[src/rtl/pcm_frame_shuttle.sv]
module pcm_frame_shuttle #(
  parameter int AW = 24,
  parameter logic [AW-1:0] BASE_ADDR = 24'h800000,
  parameter int TIMEOUT = 64
) (
  input  logic          clk,
  input  logic          rst_n,
  input  logic          pcm_in_valid,
  input  logic [31:0]   pcm_in_word,
  output logic          core_req,
  input  logic          core_begin,
  input  logic          core_done,
  input  logic [15:0]   core_result,
  input  logic [AW-1:0] buf_rd_addr,
  output logic [15:0]   buf_rd_data,
  output logic [1:0]    status,
  output logic          pcm_out_valid,
  output logic [31:0]   pcm_out_word,
  output logic          overrun,
  output logic          timeout_err
);
  localparam logic [AW-1:0] OUT_ADDR = BASE_ADDR + AW'(16);
  localparam int TW = $clog2(TIMEOUT + 1);

  typedef enum logic [1:0] {S_IDLE, S_WORK, S_WAIT, S_DONE} st_t;
  st_t state;

  logic [15:0]   in_buf [4];
  logic [15:0]   out_buf [4];
  logic [1:0]    ptr;
  logic [15:0]   held;
  logic          begun;
  logic [TW-1:0] tcnt;

  always_ff @(posedge clk) begin
    if (!rst_n) begin
      state <= S_IDLE;
      ptr <= 2'd1;
      held <= '0;
      begun <= 1'b0;
      tcnt <= '0;
      overrun <= 1'b0;
      timeout_err <= 1'b0;
      for (int i = 0; i < 4; i++) begin
        in_buf[i] <= '0;
        out_buf[i] <= '0;
      end
    end else begin
      if (pcm_in_valid && state != S_IDLE) overrun <= 1'b1;
      case (state)
        S_IDLE: if (pcm_in_valid) begin
          in_buf[0] <= pcm_in_word[15:0];
          in_buf[1] <= pcm_in_word[31:16];
          ptr <= ptr + 2'd2;
          out_buf[ptr + 2'd2] <= held;
          state <= S_WORK;
        end
        S_WORK: begin
          tcnt <= '0;
          begun <= 1'b0;
          state <= S_WAIT;
        end
        S_WAIT: begin
          if (begun && core_done) begin
            held <= core_result;
            begun <= 1'b0;
            state <= S_DONE;
          end else if (tcnt == TW'(TIMEOUT - 1)) begin
            timeout_err <= 1'b1;
            begun <= 1'b0;
            state <= S_IDLE;
          end else begin
            tcnt <= tcnt + 1'b1;
            if (core_begin) begun <= 1'b1;
          end
        end
        default: state <= S_IDLE;
      endcase
    end
  end

  assign core_req      = (state == S_WORK);
  assign status        = {state == S_IDLE, begun};
  assign pcm_out_valid = (state == S_DONE);
  assign pcm_out_word  = {16'h0000, out_buf[ptr]};

  always_comb begin
    buf_rd_data = '0;
    if (!buf_rd_addr[0]) begin
      if (buf_rd_addr[AW-1:3] == BASE_ADDR[AW-1:3]) buf_rd_data = in_buf[buf_rd_addr[2:1]];
      else if (buf_rd_addr[AW-1:3] == OUT_ADDR[AW-1:3]) buf_rd_data = out_buf[buf_rd_addr[2:1]];
    end
  end
endmodule

[config.mk]
export PLATFORM = sky130hd
export DESIGN_NAME = pcm_frame_shuttle
export DESIGN_NICKNAME = d
export VERILOG_FILES = /design/src/rtl/pcm_frame_shuttle.sv
export SDC_FILE = /design/constraint.sdc
export NUM_CORES = 1
export LEC_CHECK = 0
export ABC_AREA = 0
export BUFFER_PORTS_ARGS = -buffer_cell sky130_fd_sc_hd__buf_2
export CAP_MARGIN = 20
export CORE_UTILIZATION = 55
export DETAILED_ROUTE_END_ITERATION = 10
export PLACE_DENSITY = 0.89
export SLEW_MARGIN = 10
export SYNTH_ARGS = -nofsm -noshare
export SYNTH_HDL_FRONTEND = slang
export SYNTH_SLANG_ARGS = --single-unit
export TNS_END_PERCENT = 30
[constraint.sdc]
create_clock -name clk -period 4.4 [get_ports clk]
set_input_delay 0.66 -clock clk [delete_from_list [all_inputs] [get_ports clk]]
set_output_delay 0.66 -clock clk [all_outputs]
set_load 0.02 [all_outputs]
==> results of run 1 <==
-- cells by family (layout without fill, tap and decap cells) --
| family | count (synthesis) | in the layout | synth area share [%] |
|---|---|---|---|
| multiplexers | 48 | 48 | 11.09 |
| XOR/XNOR | 1 | 1 | 0.1942 |
| other | 1 | 16 | 0.08311 |
| flip-flops | 94 | 94 | 55.91 |
| AO/OA/AOI/OAI | 55 | 55 | 8.542 |
| buffers and inverters | 45 | 137 | 5.241 |
| adder cells (fa/ha/maj) | 6 | 6 | 1.664 |
| AND/OR/NAND/NOR | 144 | 144 | 17.28 |
-- per-stage QoR --
step / setup WS, ns / cell area [µm²]
6_report: 1.120 / 5261
5_1_grt: 1.039 / 5261
4_1_cts: 1.136 / 5261
3_5_place_dp: 1.132 / 5067
3_3_place_gp: 1.376 / 5067
2_1_floorplan: 1.778 / 4568
-- cells in the mapped netlist (2+ instances only) --
cell and number:
nor3_1 2, mux2_2 16, o22ai_1 16, a21boi_0 18, a21oi_1 6, dfxtp_1 30
and3_1 19, edfxtp_1 64, nor2_1 2, or2_2 2, buf_4 17, inv_1 4
buf_2 3, nand3_1 5, mux2i_1 32, nor4_1 4, o32ai_1 4, nor2b_1 3
o21ai_0 5, buf_1 3, nand2_1 48, clkbuf_1 18, and2_1 50, ha_1 6
-- worst reg2reg max path, delay by kind of cell (launching register included) --
family,cells,cell delay (ns)
and+or+nand+nor,3,0.88
buffers and inverters,2,0.53
DFF,1,0.36
adders and majority gates,1,0.27
-- report_power, final --
group	total [mW]	switching (mW)	internal [mW]
registers	1.22	0.106	1.12
logic	0.650	0.387	0.263
clock network	0.551	0.293	0.257
-- metal layers --
metal	vias to the layer above	part of all wire, %
li1	1584	-
met1	1526	38
met2	153	51
met3	22	6.7
met4	0	3.4
met5	-	0
-- path summary, 6_finish.rpt --
check                                startpoint               to  slack (ns)  cells past startpoint
worst max-delay path            buf_rd_addr[13]  buf_rd_data[11]        1.12                      6
worst min-delay path                    overrun          overrun        0.47                      1
worst max register to register         state[0]    out_buf[1][1]        1.99                      6
worst min register to register          overrun          overrun        0.47                      1
-- sequential cells by signal (all words and copies together), names as in the netlist, named ones only --
name,flops
begun,1
held,16
in_buf,32
out_buf,32
overrun,1
ptr,1
state,2
tcnt,7
timeout_err,1
-- area by class of cell --
cell class	instances	area [µm²]	area share (%)
multi-input cells	270	1809	34.39
inverters	4	15.01	0.2854
repair buffers	117	593.1	11.27
clock inverters	4	27.53	0.5232
flip-flops and latches	94	2522	47.94
clock buffers	12	166.4	3.163
well taps	102	127.6	2.426
==> key figures, run 1 <==
Synth
  • Post-synth ARST share: 0%
  • Post-synth EDFFs: 64
  • Warnings, synthesis: 0
  • Syn_area_per_cell: 11.45 µm²
  • Cells taking the most area after synthesis: edfxtp_1 (43%), dfxtp_1 (13%), mux2i_1 (7.1%), and2_1 (6.9%), mux2_2 (4.0%)
  • Number of distinct library cells after synthesis: 41
  • Synth Cell Area: 4512 µm²
  • Synth Instances: 394
  • Biggest area consumer among synthesized cells: edfxtp_1
  • Post-synthesis sequential area ratio: 55.91%
  • Share of the synthesized area in the top cell type: 42.60%
  • Ys flop type: edfxtp_1
  • Yosys reg bits: 94

Timing
  • Final hold vios: 0
  • RSZ-0062 raised after global routing: no
  • Setup tns final: 0 ns
  • Slew headroom: 49.80%
  • Fmax: 0.3049 GHz
  • Slew Limit Fails: 0
  • # setup viols final: 0
  • Clock skew: 0.01409 ns
  • Final min period: 3.280 ns
  • Actual slew at the worst max-slew pin: 0.7520 ns
  • Part of the cycle the worst path needs: 74.54%
  • Fin Hold WS: 0.4725 ns

Clock network
  • Clk root buf: clkbuf_8
  • Inserted Clock Buffers: 9
  • Post-CTS setup buffers: 0
  • H-Tree Depth: 3
  • Later-pin clock latency in the skew report: 0.35 ns
  • Clock transition at path regs: 0.08 ns
  • Post-CTS Hold Buffers: 0
  • CTS tree: done
  • CTS Sinks: 94
  • Longest Clk Path Bufs: 2
  • Post-CTS Resized: 0

Setup path
  • CP bufs+invs: 2
  • Crit path cell chain: buf_2 > nor4_1 > and3_1 > nand4_1 > o22ai_1 > buf_2
  • Crit path required time: 3.74 ns
  • Startpoint types: primary input
  • Critical path peak fanout: 16
  • Slowest-stage cell, CP: nand4_1
  • Setup CP Type: primary input to output port
  • Critical path's top delay family: simple AND/OR/NAND/NOR gates
  • CP Capture Type: output port
  • WP data arrival: 2.62 ns
  • Most used cell, CP: buf_2
  • Max incr delay on CP: 0.57 ns

Global route
  • Met2 GRT Util: 40.80%
  • Maximum number of pins on one net before global-route repair: 66
  • Routing usage on met3: 5.090%
  • Initial antenna violation count: 0
  • Busiest layer in global routing: met2
  • Gr usage total: 23.46%
  • Global route total overflow: 0
  • Routing usage on met1: 27.19%
  • Vias in the first global route: 3108
  • First-pass GRT wire length: 15060 µm

Pwr
  • Leakage power: 2.305 nW
  • Pwr Density: 460.6 nW/µm²
  • Total power: 2.424 mW
  • Peak supply drop: 378.6 µV

Hold path
  • Hold Crit Class: flip-flop to flip-flop

Drt
  • Total number of vias: 3285
  • Vias/cell: 5.448
  • Starting DRT DRC Count: 152
  • TritonRoute pass-1 iters: 4
  • DRT Wirelength: 9650 µm
  • Post-route ant nets: 0
  • Drt wl/cell: 16.00 µm
  • DR DRC count: 0

Die
  • Die ar.: 8569 µm²
  • # rows: 32
  • Total core area: 7848 µm²
  • Initial core utilization: 57.49%
  • Die Wd: 92.57 µm
  • Boundary pin count: 131
  • Height of the die: 92.57 µm

Run status
  • Status: completed

Placement
  • Routability cong.: 0.7748
  • Placed cells: 587
  • IO Port Bufs: 114
  • Dpl hpwl: 6992 µm

Final layout
  • Core Util, Final: 67.04%
  • Most frequent cells in the layout: buf_2 (114), edfxtp_1 (64), and2_1 (50)
  • Fin cells: 603
  • Ant diodes: 0
  • Area growth syn-to-layout: 16.61%
  • Layout cell share with drive strength beyond 1: 30.34%
  • Commonest non-fill, non-tap cell in the layout: buf_2
  • Layout net count: 579
  • # fillers: 591

Run
  • Max-Cap Viols: 0
Power figures use the tool's default switching activity.
==> inputs of run 2 (changes only) <==
--- a/config.mk
+++ b/config.mk
@@ -5,12 +5,12 @@
 export SDC_FILE = /design/constraint.sdc
 export NUM_CORES = 1
 export LEC_CHECK = 0
-export ABC_AREA = 0
+export ABC_AREA = 1
 export BUFFER_PORTS_ARGS = -buffer_cell sky130_fd_sc_hd__buf_2
 export CAP_MARGIN = 20
-export CORE_UTILIZATION = 55
+export CORE_UTILIZATION = 49
 export DETAILED_ROUTE_END_ITERATION = 10
-export PLACE_DENSITY = 0.89
+export PLACE_DENSITY = 0.82
 export SLEW_MARGIN = 10
 export SYNTH_ARGS = -nofsm -noshare
 export SYNTH_HDL_FRONTEND = slang
==> constraint.sdc (replaced) <==
create_clock -name clk -period 3 [get_ports clk]
set_input_delay 0.45 -clock clk [delete_from_list [all_inputs] [get_ports clk]]
set_output_delay 0.45 -clock clk [all_outputs]
set_load 0.02 [all_outputs]
==> run 2 against run 1 <==
Net effect:
- clock power up 40%
- utilization shrank 9.3 points
- die area is 31% higher
- critical path depth is 2 higher
- sequential share of layout area is 6.0 points lower
- combinational power grew 19%
- clock skew fell by 0.0014 ns
- routed wire length is 16% higher
==> key figures, run 2 <==
Hold path
  • Hold Crit Class: primary input to flip-flop

Placement
  • Placed inst area: 5832 µm² (+15%)
  • Dpl hpwl: 8293 µm (+19%)
  • Placed cells: 885 (+51%)
  • IO Port Bufs: 114 (unchanged)
  • Routability cong.: 0.9291 (+20%)

Run status
  • Status: completed

Synth
  • Top cells by instance count after synthesis: nand2_1 (140), nor2_1 (104), inv_1 (95), edfxtp_1 (64), o21ai_0 (34)
  • Post-synth ARST share: 0% (unchanged)
  • Ys flop type: edfxtp_1
  • Share of the synthesized area in the top cell type: 36.24% (-6.4 points)
  • Number of distinct library cells after synthesis: 32 (-22%)
  • Biggest area consumer among synthesized cells: edfxtp_1
  • Synth Cell Area: 5303 µm² (+18%)
  • Synth Instances: 667 (+69%)
  • Cells taking the most area after synthesis: edfxtp_1 (36%), dfxtp_1 (11%), nand2_1 (9.9%), nor2_1 (7.4%), inv_1 (6.7%)
  • Syn_area_per_cell: 7.950 µm² (-31%)
  • Post-synth EDFFs: 64 (unchanged)
  • Most frequent cell after synthesis: nand2_1
  • Yosys reg bits: 94 (unchanged)
  • Warnings, synthesis: 0 (unchanged)
  • Post-synthesis sequential area ratio: 47.57% (-8.3 points)

Final layout
  • Core Util, Final: 57.71% (-9.3 points)
  • Layout cell share with drive strength beyond 1: 23.92% (-6.4 points)
  • Area growth syn-to-layout: 13.36%
  • Ant diodes: 0 (unchanged)
  • Commonest non-fill, non-tap cell in the layout: nand2_1
  • Fin cells: 901 (+49%)
  • Layout net count: 843 (+46%)
  • Most frequent cells in the layout: nand2_1 (140), buf_2 (114), nor2_1 (104)
  • Largest registers: in_buf: 32 flops, out_buf: 32 flops, held: 16 flops
  • Design area: 6011 µm² (+14%)

Timing
  • RSZ-0062 raised after global routing: no
  • Clock skew: 0.01271 ns (-0.001373 ns)
  • Part of the cycle the worst path needs: 78.32%
  • Setup tns final: 0 ns (unchanged)
  • Actual slew at the worst max-slew pin: 0.7188 ns (-0.03322 ns)
  • Final min period: 2.350 ns
  • Slew Limit Fails: 0 (unchanged)
  • Fmax: 0.4256 GHz
  • Final hold vios: 0 (unchanged)
  • # setup viols final: 0 (unchanged)
  • Slew headroom: 52.01% (+2.2 points)

Global route
  • Global route total overflow: 0 (unchanged)
  • Maximum number of pins on one net before global-route repair: 49 (-26%)
  • First-pass GRT wire length: 18720 µm (+24%)
  • Vias in the first global route: 4070 (+31%)
  • Gr usage total: 20.89% (-2.6 points)
  • Initial antenna violation count: 0 (unchanged)

Die
  • Die ar.: 11240 µm² (+31%)
  • Initial core utilization: 50.91% (-6.6 points)
  • # rows: 37 (+16%)
  • Die Wd: 106.0 µm (+15%)
  • Boundary pin count: 131 (unchanged)
  • Total core area: 10420 µm² (+33%)
  • Height of the die: 106.0 µm (+15%)

Run
  • Max-Cap Viols: 0 (unchanged)

Clock network
  • Clk root buf: clkbuf_8
  • Post-CTS setup buffers: 0 (unchanged)
  • Inserted Clock Buffers: 9 (unchanged)
  • H-Tree Depth: 3 (unchanged)
  • Clock transition at path regs: 0.08 ns (about the same)
  • Later-pin clock latency in the skew report: 0.35 ns (about the same)
  • Post-CTS Resized: 0 (unchanged)
  • CTS Sinks: 94 (unchanged)
  • Longest Clk Path Bufs: 2 (unchanged)
  • Post-CTS Hold Buffers: 0 (unchanged)
  • CTS tree: done

Drt
  • Post-route ant nets: 0 (unchanged)
  • DRT Wirelength: 11220 µm (+16%)
  • TritonRoute pass-1 iters: 5 (+1)
  • Drt wl/cell: 12.45 µm (-22%)
  • Total number of vias: 4459 (+36%)
  • Vias/cell: 4.949 (-9.2%)
  • DR DRC count: 0 (unchanged)
  • Starting DRT DRC Count: 263 (+73%)

Setup path
  • Crit path cell chain: buf_2 > nor2_1 > and2_1 > buf_4 > nand4_1 > nand2_1 > nor2_1 > buf_2
  • WP data arrival: 1.90 ns (-0.72 ns)
  • FF-to-FF End: out_buf[1][9]
  • Crit path required time: 2.55 ns (-1.19 ns)
  • Crit path from: buf_rd_addr[10]
  • CP Capture Type: output port
  • Reg2reg path depth: 6 (unchanged)
  • Critical path peak fanout: 18 (+2)
  • Slowest-stage cell, CP: and2_1
  • Setup CP Type: primary input to output port
  • Worst R2R Start: state[0]
  • Critical Path End: buf_rd_data[1]
  • Startpoint types: primary input
  • Max incr delay on CP: 0.53 ns (-0.04 ns)
  • Reg2Reg Setup Slack: 0.90 ns (-1.09 ns)

Pwr
  • Peak supply drop: 408.2 µV (+7.8%)
  • Leakage power: 2.891 nW (+25%)
  • Pwr Density: 531.1 nW/µm² (+15%)
==> run 2: cell types whose count changed after synthesis, moves of 29 or more <==
cell     before  now
nand4_1       1   33
and2_1       50    1
nor2_1        2  104
o21ai_0       5   34
nand2_1      48  140
mux2i_1      32    0
inv_1         4   95
==> run 2: how the worst min path moves through the flow <==
stage                     from  slack [ns]  depth (start not counted)       endpoint
3_5_place_dp       timeout_err        0.45                          1    timeout_err
2_1_floorplan          tcnt[4]        0.43                          2        tcnt[4]
6_report          pcm_in_valid        0.36                          3        overrun
4_1_cts           pcm_in_valid        0.35                          3        overrun
5_1_grt        pcm_in_word[28]        0.38                          3  in_buf[1][12]
3_3_place_gp           tcnt[4]        0.45                          2        tcnt[4]
==> run 2: cell type report <==
| class | count | area (µm²) |
|---|---|---|
| clock buffer | 9 | 123.9 |
| multi-input combinational | 433 | 2125 |
| timing repair buffer | 121 | 635.6 |
| clock inverter | 7 | 55.05 |
| fill | 951 | 4405 |
| sequential | 94 | 2522 |
| tap | 136 | 170.2 |
| inverter | 101 | 379.1 |
==> run 2: worst max-delay path: cells and delay by family <==
kind	cells	cell delay, ns
and+or+nand+nor	5	0.89
buffers and inverters	3	0.55
==> run 2: kinds of logic (layout without fill, tap and decap cells) <==
| kind of cell | Yosys count | in the layout | synth area share (%) |
|---|---|---|---|
| AOI/OAI and AO/OA | 69 | 69 | 6.654 |
| and+or+nand+nor | 326 | 326 | 27.47 |
| DFF | 94 | 94 | 47.57 |
| muxes | 16 | 16 | 3.398 |
| other | 1 | 16 | 0.07072 |
| adders and majority gates | 6 | 6 | 1.416 |
| buffers and inverters | 155 | 238 | 13.43 |
==> run 2: stage by stage <==
stage                     total power, mW  worst slack (ns)  hold WS (ns)
after floorplan                     2.244            0.9931        0.4344
after global placement              2.438            0.7016        0.4515
after detailed placement            2.452            0.6707        0.4527
after CTS                           3.204            0.6702        0.3475
after global routing                3.362            0.4870        0.3840
final                               3.192            0.6503        0.3607
==> run 2: routing by layer <==
metal	vias to the layer above	wire length (µm)	global-route usage, %
li1	2278	-	-
met5	-	0	0
met3	20	798	3.433
met2	170	5238	34.64
met1	1991	4973	27.96
met4	0	209	6.647
==> run 2: report_power, final <==
group	switching, mW	leakage (nW)	internal (mW)
Combinational	0.511	1.88	0.263
Sequential	0.0846	0.922	1.56
Clock	0.458	0.0870	0.312
Total	1.05	2.89	2.14
==> inputs of run 3 (changes only) <==
==> constraint.sdc (replaced) <==
create_clock -name clk -period 2.15 [get_ports clk]
set_input_delay 0.3225 -clock clk [delete_from_list [all_inputs] [get_ports clk]]
set_output_delay 0.3225 -clock clk [all_outputs]
set_load 0.02 [all_outputs]
==> run 3 against run 2 <==
Net effect:
- flip-flop and latch count is the same
- combinational power up 46%
- via count is 1.1% higher
- design area increased by 1.7%
- worst setup slack lost 0.50 ns
- critical path type unchanged
- clock power rose by 60%
- highest routed layer unchanged
==> key figures, run 3 (synthesis gave the netlist of run 2 again) <==
Run status
  • Status: completed

Setup path
  • WP data arrival: 1.68 ns (-0.22 ns)
  • Startpoint types: primary input
  • Worst R2R Start: state[0]
  • Critical path peak fanout: 28 (+10)
  • CP Capture Type: output port
  • Crit path required time: 1.83 ns (-0.72 ns)
  • Crit path cell chain: buf_2 > nor2_1 > and2_1 > buf_4 > nand4_1 > nand2_1 > inv_1 > nor2_1 > buf_2
  • Max incr delay on CP: 0.33 ns (-0.20 ns)
  • Setup CP Type: primary input to output port
  • Crit path from: buf_rd_addr[10]
  • Slowest-stage cell, CP: buf_4

Clock network
  • H-Tree Depth: 3 (unchanged)
  • Inserted Clock Buffers: 9 (unchanged)
  • Post-CTS Hold Buffers: 0 (unchanged)
  • Clock transition at path regs: 0.08 ns (about the same)
  • CTS Sinks: 94 (unchanged)
  • CTS tree: done
  • Later-pin clock latency in the skew report: 0.36 ns (about the same)
  • Post-CTS setup buffers: 0 (unchanged)
  • Longest Clk Path Bufs: 2 (unchanged)
  • Post-CTS Resized: 0 (unchanged)
  • Clk root buf: clkbuf_8

Timing
  • Part of the cycle the worst path needs: 93.15%
  • # setup viols final: 0 (unchanged)
  • Fmax: 0.4993 GHz
  • RSZ-0062 raised after global routing: no
  • Clock skew: 0.009019 ns (-0.003695 ns)
  • Final min period: 2.003 ns
  • Final hold vios: 0 (unchanged)
  • Min setup slack post-route: 0.1472 ns (-0.5031 ns)
  • Setup tns final: 0 ns (unchanged)
  • Slew Limit Fails: 0 (unchanged)

Placement
  • IO Port Bufs: 114 (unchanged)
  • Dpl hpwl: 8408 µm (+1.4%)
  • Pre-CTS setup slack: 0.1927 ns (-0.4780 ns)
  • Routability cong.: 0.8667 (-6.7%)

Global route
  • Global route total overflow: 0 (unchanged)
  • Vias in the first global route: 3964 (-2.6%)
  • Gr usage total: 20.84% (-0.049 points)
  • First-pass GRT wire length: 18520 µm (-1.1%)
  • Initial antenna violation count: 0 (unchanged)
  • Maximum number of pins on one net before global-route repair: 60 (+22%)

Final layout
  • Commonest non-fill, non-tap cell in the layout: nand2_1
  • Ant diodes: 0 (unchanged)
  • Layout cell share with drive strength beyond 1: 24.32% (+0.40 points)
  • Most frequent cells in the layout: nand2_1 (140), buf_2 (114), nor2_1 (104)
  • Core Util, Final: 58.68% (+0.97 points)
  • Area growth syn-to-layout: 15.27%
  • Layout net count: 851 (+0.95%)
  • Largest registers: in_buf: 32 flops, out_buf: 32 flops, held: 16 flops

Pwr
  • Sequential power share: 49.1% (-2.5 points)
  • Pint: 3.220 mW (+51%)
  • Leakage power: 2.944 nW (+1.9%)
  • Switching Fraction: 30.48% (-2.5 points)
  • Peak supply drop: 496.2 µV (+22%)
  • Pwr Density: 757.9 nW/µm² (+43%)
  • Sw Pwr: 1.412 mW (+34%)
  • Clk pwr share: 26.4% (+2.3 points)
  • Comb power frac: 24.5% (+0.2 points)

Drt
  • DRT Wirelength: 11270 µm (+0.48%)
  • TritonRoute pass-1 iters: 5 (unchanged)
  • Post-route ant nets: 0 (unchanged)
  • Vias/cell: 4.959 (+0.21%)
  • Drt wl/cell: 12.40 µm (-0.40%)
  • Total number of vias: 4508 (+1.1%)
  • Starting DRT DRC Count: 315 (+20%)
  • DR DRC count: 0 (unchanged)

Die
  • Boundary pin count: 131 (unchanged)
  • Initial core utilization: 50.91% (unchanged)
  • # rows: 37 (unchanged)
  • Height of the die: 106.0 µm (unchanged)
  • Total core area: 10420 µm² (unchanged)
  • Die ar.: 11240 µm² (unchanged)
  • Die Wd: 106.0 µm (unchanged)

Hold path
  • Hold Crit Class: primary input to flip-flop
  • Worst hold start: core_result[11]

Run
  • Max-Cap Viols: 0 (unchanged)
run 3: cell types whose count changed in the layout (fill, tap and decap cells not counted), moves of 2 or more:
cell / change
clkbuf_1: +2
buf_4: +7
bufinv_16: +2
inv_6: -4
run 3: metal layers:
layer,global-route usage [%],share of wire [%]
met1,27.06,44
met2,34.13,47
met3,4.169,7.1
met4,8.333,1.7
met5,0,0
run 3: power by group through the flow:
stage	clock network (mW)	registers (mW)	logic (mW)
after floorplan	0	2.29	0.839
after global placement	0	2.30	1.12
after detailed placement	0	2.32	1.13
after CTS	1.24	2.27	1.14
after global routing	1.31	2.30	1.26
final	1.23	2.27	1.13
run 3: worst max-delay path, delay by kind of cell:
| kind | cells | cell delay [ns] |
|---|---|---|
| buf+inv | 4 | 0.64 |
| simple gates | 5 | 0.70 |
run 3: final cells by class:
cell class,count,area (µm²)
clock buffer,11,131.4
clock inverter,5,76.32
tap,136,170.2
inverter,101,379.1
timing repair buffer,129,708.2
sequential,94,2522
fill,938,4304
multi-input combinational,433,2125
run 3: per-stage QoR:
stage	instance area (µm²)	total power, mW	hold WS, ns	cells
6_report	6112	4.632	0.2382	909
5_1_grt	6112	4.871	0.2435	909
4_1_cts	6112	4.651	0.2202	909
3_5_place_dp	5904	3.448	0.4485	893
3_3_place_gp	5904	3.428	0.4486	893
2_1_floorplan	5359	3.131	0.4344	682
run 3: final timing paths:
check | to | slack [ns] | depth (start not counted)
setup / recovery | buf_rd_data[13] | 0.15 | 9
hold / removal | held[11] | 0.24 | 3
setup reg to reg | out_buf[1][12] | 0.31 | 7
hold reg to reg | tcnt[4] | 0.46 | 2
